[src/rtl/mulfe_pkg.sv]
package mulfe_pkg;
    localparam int A_W   = 34;
    localparam int B_W   = 24;
    localparam int D_W   = 27;
    localparam int P_W   = 58;
    localparam int MODE_W = 5;
    // mode bit positions
    localparam int MB_ASTAGE = 0;
    localparam int MB_MASK   = 1;
    localparam int MB_DEN    = 2;
    localparam int MB_SUB    = 3;
    localparam int MB_BSTAGE = 4;
endpackage

[src/rtl/mulfe_inreg.sv]
module mulfe_inreg #(
    parameter int W = 8
) (
    input  logic         clk,
    input  logic         rst,
    input  logic         ce1,
    input  logic         ce2,
    input  logic [W-1:0] din,
    output logic [W-1:0] q1,
    output logic [W-1:0] q2
);
    typedef struct packed {
        logic [W-1:0] s1;
        logic [W-1:0] s2;
    } chain_t;

    chain_t st_d, st_q;

    always_comb begin
        st_d = st_q;
        if (ce1) st_d.s1 = din;
        if (ce2) st_d.s2 = st_q.s1;
    end

    always_ff @(posedge clk) begin
        if (rst) st_q <= '0;
        else     st_q <= st_d;
    end

    assign q1 = st_q.s1;
    assign q2 = st_q.s2;
endmodule

[src/rtl/mulfe_preadd.sv]
module mulfe_preadd #(
    parameter int SW = 27,
    parameter int BW = 24
) (
    input  logic [SW-1:0] path_a,
    input  logic [BW-1:0] path_b,
    input  logic [SW-1:0] dval,
    input  logic          use_b,
    input  logic          mask,
    input  logic          d_en,
    input  logic          sub,
    output logic [SW-1:0] sum
);
    logic [SW-1:0] opnd, dterm;

    always_comb begin
        opnd  = use_b ? {{(SW-BW){path_b[BW-1]}}, path_b} : path_a;
        if (mask) opnd = '0;
        dterm = d_en ? dval : '0;
        sum   = sub ? (opnd - dterm) : (opnd + dterm);
    end
endmodule

[src/rtl/mulfe_mult.sv]
module mulfe_mult #(
    parameter int XW = 27,
    parameter int YW = 24,
    localparam int RW = XW + YW
) (
    input  logic [XW-1:0] x,
    input  logic [YW-1:0] y,
    input  logic          neg,
    output logic [RW-1:0] prod
);
    logic signed [RW-1:0] raw;

    always_comb begin
        raw  = RW'($signed(x)) * RW'($signed(y));
        prod = neg ? (-raw) : raw;
    end
endmodule

[src/rtl/preadd_mult_fe.sv]
module preadd_mult_fe
    import mulfe_pkg::*;
#(
    parameter int AW = A_W,
    parameter int BW = B_W,
    parameter int DW = D_W,
    parameter int PW = P_W,
    localparam int MW = DW + BW
) (
    input  logic              clk,
    input  logic              rst,
    input  logic              ce_a1,
    input  logic              ce_a2,
    input  logic              ce_b1,
    input  logic              ce_b2,
    input  logic              ce_d,
    input  logic              ce_m,
    input  logic              ce_p,
    input  logic [MODE_W-1:0] mode,
    input  logic              pre_sel_b,
    input  logic              square,
    input  logic              negate,
    input  logic [AW-1:0]     a_in,
    input  logic [BW-1:0]     b_in,
    input  logic [DW-1:0]     d_in,
    output logic [PW-1:0]     p_out
);
    typedef struct packed {
        logic [DW-1:0] dr;
        logic [MW-1:0] m;
        logic [PW-1:0] p;
    } pipe_t;

    pipe_t pp_d, pp_q;

    logic [AW-1:0] a_s1, a_s2;
    logic [BW-1:0] b_s1, b_s2;
    logic [DW-1:0] a_low, pre_sum, mx;
    logic [BW-1:0] b_cur, my;
    logic [MW-1:0] prod;
    logic [MW-1:0] m_q;

    mulfe_inreg #(.W(AW)) u_areg (
        .clk(clk), .rst(rst), .ce1(ce_a1), .ce2(ce_a2),
        .din(a_in), .q1(a_s1), .q2(a_s2)
    );

    mulfe_inreg #(.W(BW)) u_breg (
        .clk(clk), .rst(rst), .ce1(ce_b1), .ce2(ce_b2),
        .din(b_in), .q1(b_s1), .q2(b_s2)
    );

    always_comb begin
        a_low = mode[MB_ASTAGE] ? a_s2[DW-1:0] : a_s1[DW-1:0];
        b_cur = mode[MB_BSTAGE] ? b_s2 : b_s1;
    end

    mulfe_preadd #(.SW(DW), .BW(BW)) u_pre (
        .path_a(a_low), .path_b(b_cur), .dval(pp_q.dr),
        .use_b(pre_sel_b), .mask(mode[MB_MASK]), .d_en(mode[MB_DEN]),
        .sub(mode[MB_SUB]), .sum(pre_sum)
    );

    // operand routing into the multiplier
    always_comb begin
        if (square) begin
            mx = pre_sum;
            my = pre_sum[BW-1:0];
        end else if (pre_sel_b) begin
            mx = a_low;
            my = pre_sum[BW-1:0];
        end else begin
            mx = pre_sum;
            my = b_cur;
        end
    end

    mulfe_mult #(.XW(DW), .YW(BW)) u_mul (
        .x(mx), .y(my), .neg(negate), .prod(prod)
    );

    always_comb begin
        pp_d = pp_q;
        if (ce_d) pp_d.dr = d_in;
        if (ce_m) pp_d.m  = prod;
        if (ce_p) pp_d.p  = {{(PW-MW){pp_q.m[MW-1]}}, pp_q.m};
    end

    always_ff @(posedge clk) begin
        if (rst) pp_q <= '0;
        else     pp_q <= pp_d;
    end

    assign m_q   = pp_q.m;
    assign p_out = pp_q.p;
endmodule

[config.mk]
export PLATFORM = sky130hd
export DESIGN_NAME = preadd_mult_fe
export DESIGN_NICKNAME = d
export VERILOG_FILES = /design/src/rtl/mulfe_pkg.sv /design/src/rtl/mulfe_inreg.sv /design/src/rtl/mulfe_preadd.sv /design/src/rtl/mulfe_mult.sv /design/src/rtl/preadd_mult_fe.sv
export SDC_FILE = /design/constraint.sdc
export NUM_CORES = 2
export LEC_CHECK = 0
export ABC_AREA = 1
export BUFFER_PORTS_ARGS = -buffer_cell sky130_fd_sc_hd__clkbuf_2
export CORE_MARGIN = 3
export CORE_UTILIZATION = 55
export CTS_BUF_LIST = sky130_fd_sc_hd__clkbuf_4
export CTS_CLUSTER_DIAMETER = 60
export DETAILED_ROUTE_END_ITERATION = 10
export PLACE_DENSITY = 0.72
export SETUP_SLACK_MARGIN = 0.2
export SLEW_MARGIN = 20
export SYNTH_ARGS = -nofsm -noshare
export SYNTH_HDL_FRONTEND = slang
export SYNTH_SLANG_ARGS = --single-unit
[constraint.sdc]
create_clock -name clk -period 23.5 [get_ports clk]
set_input_delay 2.35 -clock clk [delete_from_list [all_inputs] [get_ports clk]]
set_output_delay 2.35 -clock clk [all_outputs]
set_load 0.03 [all_outputs]
Word level (Yosys, flattened, before mapping)
Index checks and enable logic that the tools add are counted.

word-level totals
  flip-flop bits (word level) = 231
  word-level logic and storage cells = 22
  input bits = 102
  output and inout port bits = 58

cells by class
  add/sub/neg operators = 3
  mux-type cells = 11
  multiply operators = 1

operators by type and width
  operator          number
  $mux W27          7
  $mux W24          3
  $mul A27 B24 Y51  1
  $mux W51          1
  $neg A51 Y51      1
  $add A27 B27 Y27  1
  $sub A27 B27 Y27  1

Logic depth before layout (Yosys ltp)
  depth after elaboration = 10
  depth in mapped cells = 69
  gate-level depth less buffers = 65

Hierarchy
A second synthesis with hierarchy kept.

unflattened totals
  cell total of the unflattened synthesis = 6188
  area total of the unflattened synthesis = 42141.7 µm²

by module, submodules not included
  module                sequential area each (µm²)  cells each  instances  area an instance (µm²)
  mulfe_mult            0.0                         3809        1          27446.3
  preadd_mult_fe        2582.5                      997         1          6672.6
  mulfe_preadd          0.0                         646         1          3251.9
  mulfe_inreg (u_areg)  1361.3                      432         1          2810.2
  mulfe_inreg (u_breg)  960.9                       304         1          1960.6

Worst setup path before layout
No wires, ideal clock.

  kind = input port to flip-flop
  from = input port mode[2]
  to = register pp_q, in the netlist m_q[49]
  stages on the path = 59
  path slack = 10.973 ns
  arrival time = 12.418 ns
  required time = 23.391 ns
  library setup time = 0.109 ns
  buffers on the path = 5
  cell sequence = buf_6 buf_6 buf_6 nand2_1 nand3_1 nor3_1 nand2_1 nor2_1 nand3_1 nor2_2 inv_2 nor4_2 nand3_1 nor2_1 a31oi_1 xnor2_1 inv_1 ha_1 [23 not listed] nor2_1 inv_1 nor3_1 nand3_1 nand3_1 nand2_1 nand2_1 nand2_1 nor2_1 nand2_1 nor2_1 nand3_1 nand2_1 nand2_1 nand2_1 nand3_1 nand2_1 inv_1

on the way
  word-level cells in the longest chain between the ends = 8
  elaborated cells between the ends (all ways) = 11
  classes of those cells = add/sub (3); mul (1); mux (7)

ends and longest elaborated chain
  what                                                         line                  RTL
  start: declaration                                           preadd_mult_fe.sv:19  input logic [MODE_W-1:0] mode,
  $mux W27 *                                                   mulfe_preadd.sv:19    dterm = d_en ? dval : '0;
  $add A27 B27 Y27 / $sub A27 B27 Y27 (equally long branches)  mulfe_preadd.sv:20    sum = sub ? (opnd - dterm) : (opnd + dterm);
  $mux W27 *                                                   mulfe_preadd.sv:20
  $mux W27 / $mux W24 (equally long branches)                  preadd_mult_fe.sv:69  end else if (pre_sel_b) begin
  $mux W27 / $mux W24 (equally long branches)                  preadd_mult_fe.sv:66  if (square) begin
  $mul A27 B24 Y51 *                                           mulfe_mult.sv:14      raw = RW'($signed(x)) * RW'($signed(y));
  $neg A51 Y51                                                 mulfe_mult.sv:15      prod = neg ? (-raw) : raw;
  $mux W51 *                                                   mulfe_mult.sv:15
  end signal: assignment                                       preadd_mult_fe.sv:91  else pp_q <= pp_d;
  end: declaration                                             preadd_mult_fe.sv:34  pipe_t pp_d, pp_q;

Every way passes the cells marked *; elsewhere a longest branch is shown, timed or not.
A chain may end at the register's enable or synchronous reset.

Final worst setup path
  from = input port mode[2]
  to = register pp_q, in the netlist m_q[48]

Same word-level chain as after synthesis.

==> impl_summary.md <==
Logic synthesis
The share of synthesized area in the top cell type comes to 0.353. Yosys attributes the largest share of cell area to sky130_fd_sc_hd__fa_1 35%, sky130_fd_sc_hd__nand2_1 13%, sky130_fd_sc_hd__dfxtp_1 12%, sky130_fd_sc_hd__inv_1 11%, sky130_fd_sc_hd__nor2_1 7.4%. Yosys instantiated no cell more often than sky130_fd_sc_hd__nand2_1.

Ranked by instance count, the synthesized netlist is headed by 1337 x sky130_fd_sc_hd__nand2_1, 1076 x sky130_fd_sc_hd__inv_1, 750 x sky130_fd_sc_hd__nor2_1. The synthesized design contains 0 enable-type register cells. The number of distinct standard cells referenced by the synthesized netlist is 49. The post-synthesis cell area is between 30000 and 40000 um2. Synthesis produced between 5000 and 6000 cells. The mean cell area of the mapped netlist is approximately 7.2 um2. Counting flops and latches in the post-synthesis netlist gives around 230. When the netlist entered floorplanning its net count stood at approximately 6300. Among all flip-flop cells after synthesis, the most frequent one is sky130_fd_sc_hd__dfxtp_1.

The fraction of registers with async set or reset after synthesis is 0. The synthesized design spends more area on one cell type than any other, namely sky130_fd_sc_hd__fa_1. The proportion of synthesized chip area in sequential cells is 0.121.

During synthesis, Yosys emitted a total of 0 warnings.

Detailed routing
The average wire per standard cell is between 15 and 20 um. After detailed routing, the number of vias per cell comes to approximately 5.4. The number of DRC violations after detailed routing is 0.

The violation count after the first detailed-routing iteration is a little over 3000. The detailed-route wire length is approximately 120000 um. In this run the remaining antenna-violating nets after routing total 0.

Across all layers, the routed design uses ~34000 vias. The detailed-routing iteration count for the pre-antenna-repair pass is 6.

Worst setup path
The peak fanout along the critical path is 29. For flop-to-flop paths, the worst setup slack is approximately 11 ns. The critical path start-end classification is in2reg.

The required time of the critical path is between 20 and 25 ns. The largest single stage delay on the critical path is 0.81 ns. The type of element capturing the critical path is a register. The data arrival at the endpoint of the critical path is between 10 and 15 ns.

The worst setup path is launched from an input pin. In this design, the critical path's most frequently occurring cell is sky130_fd_sc_hd__nand2_1. The library cell contributing the largest single delay on the critical path is sky130_fd_sc_hd__fa_1.

Cells and area
At the end of the flow, the number of nets in the layout was 6284. The proportion of layout cells with a drive suffix above 1 is 0.0660. Fill cells in the final layout number 6635. The layout overhead on the synthesized area is 4.70%.

Placement
In this run the tool buffered the top-level ports with around 150 buffer cells. The congestion estimate from routability-driven global placement came to around 1.0. The worst setup slack after placement is 8.71 ns. The final HPWL from detailed placement is between 90000 and 100000 um.

Timing
The worst setup margin is 9.27 ns. Summed over all failing endpoints, the final setup total negative slack is 0 ns. Setup repair after global routing left no endpoint under its margin. Clock skew on the completed layout was measured at about 0.047 ns. Measured against its own limit, the worst slew margin works out to 0.209. Timing would allow up to about 70 MHz.

The count of pins over their slew limit came to 0. The transition at the pin with the smallest max-transition slack is roughly 1.2 ns. The total count of hold-check failures in the final report is 0. The final number of setup-violating endpoints is 0. Of the available clock period, the critical path in the final layout requires 0.606. The post-layout minimum cycle time is 14.23 ns.

Die
The number of cell rows is 96. The region available for standard cell placement spans just under 70000 um2. From bottom edge to top edge, the die measures roughly 270 um.

The number of primary I/O pins is between 150 and 200. The floorplan die width is about 270 um. The starting density of the core is 0.557. The floorplan step defined a die boundary enclosing 72800 um2.

Status
The flow ran to the end, and the final reports show no timing, DRC or antenna violations.

Global routing
The global-route total usage across every layer is 0.330. The number of antenna violations at the first check in global routing came to 3. In this run the most used layer during global routing was met2.

The met1 track demand over resource is 0.451. The via count of the first global-routing pass is 33900. For this run the aggregate overflow at the end of global routing stands at 0. The global routing met2 resource utilization is 0.515. The first-pass GRT wire length is between 150000 and 200000 um. Entering global routing, the biggest net connects roughly 130 pins. In the global route stage, met3 resource usage came out at 0.0672.

Job
The number of max-cap violations is 0.

CTS
Clock tree synthesis found a total of ~230 sinks. Hold repair after CTS inserted 0 buffers. TritonCTS built the clock tree.

The later pin in the worst-skew pair is clocked with a latency of 0.74 ns. The maximum clock insertion buffer count is 3. The number of buffers inserted by post-CTS setup repair is 0. The number of buffers created by CTS is 54. The clock transition at the register clock pins on the worst setup and hold paths after CTS is about 0.08 ns.

Post-CTS repair changed the size of 0 cells. The H-tree depth is 2. The clock tree root driver cell is sky130_fd_sc_hd__clkbuf_4.

Min path
The path class of the tightest hold or removal check is reg2reg.
worst paths after layout:
path,start,endpoint,cells after the start
worst max-delay path,mode[2],m_q[48],55
worst min-delay path,m_q[33],p_out[33],2
worst max register to register,pp_q[111],m_q[48],54
worst min register to register,m_q[33],p_out[33],2
flip-flops by register name (all words and copies together) (netlist names):
signal	cells
m_q	51
p_out	51
pp_q	27
u_areg.q1	27
u_areg.q2	27
u_breg.q1	24
u_breg.q2	24
per-layer routing:
layer  routed length (um)  up-vias
met3                11900      298
met1                48500    16400
met4                 5630        2
met2                52100     1532
li1                     -    15800
met5                   10        -
critical path: cells and delay by family:
family / cells / cell delay, ns
buffers and inverters: 9 / 1.44
XOR/XNOR: 1 / 0.17
AO/OA/AOI/OAI: 2 / 0.49
adder cells (fa/ha/maj): 9 / 4.81
AND/OR/NAND/NOR: 34 / 5.54
cells in the final DEF (no fill, tap or decap), types with 4 or more instances in the layout:
cell,instances
sky130_fd_sc_hd__clkbuf_2,152
sky130_fd_sc_hd__o211ai_1,10
sky130_fd_sc_hd__dfxtp_1,231
sky130_fd_sc_hd__o21ai_1,12
sky130_fd_sc_hd__o21ai_2,13
sky130_fd_sc_hd__nand3_1,143
sky130_fd_sc_hd__o21bai_1,7
sky130_fd_sc_hd__clkbuf_4,73
sky130_fd_sc_hd__a31oi_1,20
sky130_fd_sc_hd__fa_1,674
sky130_fd_sc_hd__nand4_1,46
sky130_fd_sc_hd__inv_1,1075
sky130_fd_sc_hd__buf_4,40
sky130_fd_sc_hd__xor2_1,49
sky130_fd_sc_hd__nand3b_1,4
sky130_fd_sc_hd__clkinv_1,36
sky130_fd_sc_hd__nor2_2,8
sky130_fd_sc_hd__nand2_1,1336
sky130_fd_sc_hd__a21o_1,5
sky130_fd_sc_hd__nor2_1,749
sky130_fd_sc_hd__o21ai_0,252
sky130_fd_sc_hd__a21oi_1,132
sky130_fd_sc_hd__nor3_1,15
sky130_fd_sc_hd__or2_2,11
sky130_fd_sc_hd__o221ai_1,7
sky130_fd_sc_hd__xnor2_1,39
sky130_fd_sc_hd__nand2_2,12
sky130_fd_sc_hd__inv_2,14
sky130_fd_sc_hd__clkinv_2,5
sky130_fd_sc_hd__nor2_4,7
sky130_fd_sc_hd__ha_1,168
stage by stage:
| stage | hold slack [ns] | std cells | util | area (um2) |
|---|---|---|---|---|
| 3_3_place_gp | 0.447 | 6214 | 0.572 | 39300 |
| 3_5_place_dp | 0.449 | 6214 | 0.572 | 39300 |
| 6_report | 0.456 | 6312 | 0.583 | 40100 |
| 2_1_floorplan | 0.430 | 5338 | - | 38300 |
| 5_1_grt | 0.493 | 6312 | 0.583 | 40100 |
| 4_1_cts | 0.461 | 6310 | 0.583 | 40000 |
layout make-up:
cell class | count | area (um2) | share of cell area
diodes | 1 | 2.50 | 0.0000625
clock buffers | 73 | 548 | 0.0137
repair buffers | 193 | 1090 | 0.0272
inverters | 1112 | 4180 | 0.104
well taps | 931 | 1160 | 0.0291
clock inverters | 23 | 155 | 0.00387
flip-flops and latches | 231 | 4620 | 0.115
multi-input cells | 3748 | 28300 | 0.706
kinds of logic after synthesis:
logic type	share of synthesized area
buffers and inverters	0.141
xor gates and xnor gates	0.0201
muxes	0.000523
and+or+nand+nor	0.244
AOI/OAI and AO/OA	0.0656
DFF	0.121
adders and majority gates	0.408
Power is left out: the tool's default activity adds up to more than one toggle a clock period on the data nets, which glitch-free logic cannot reach.
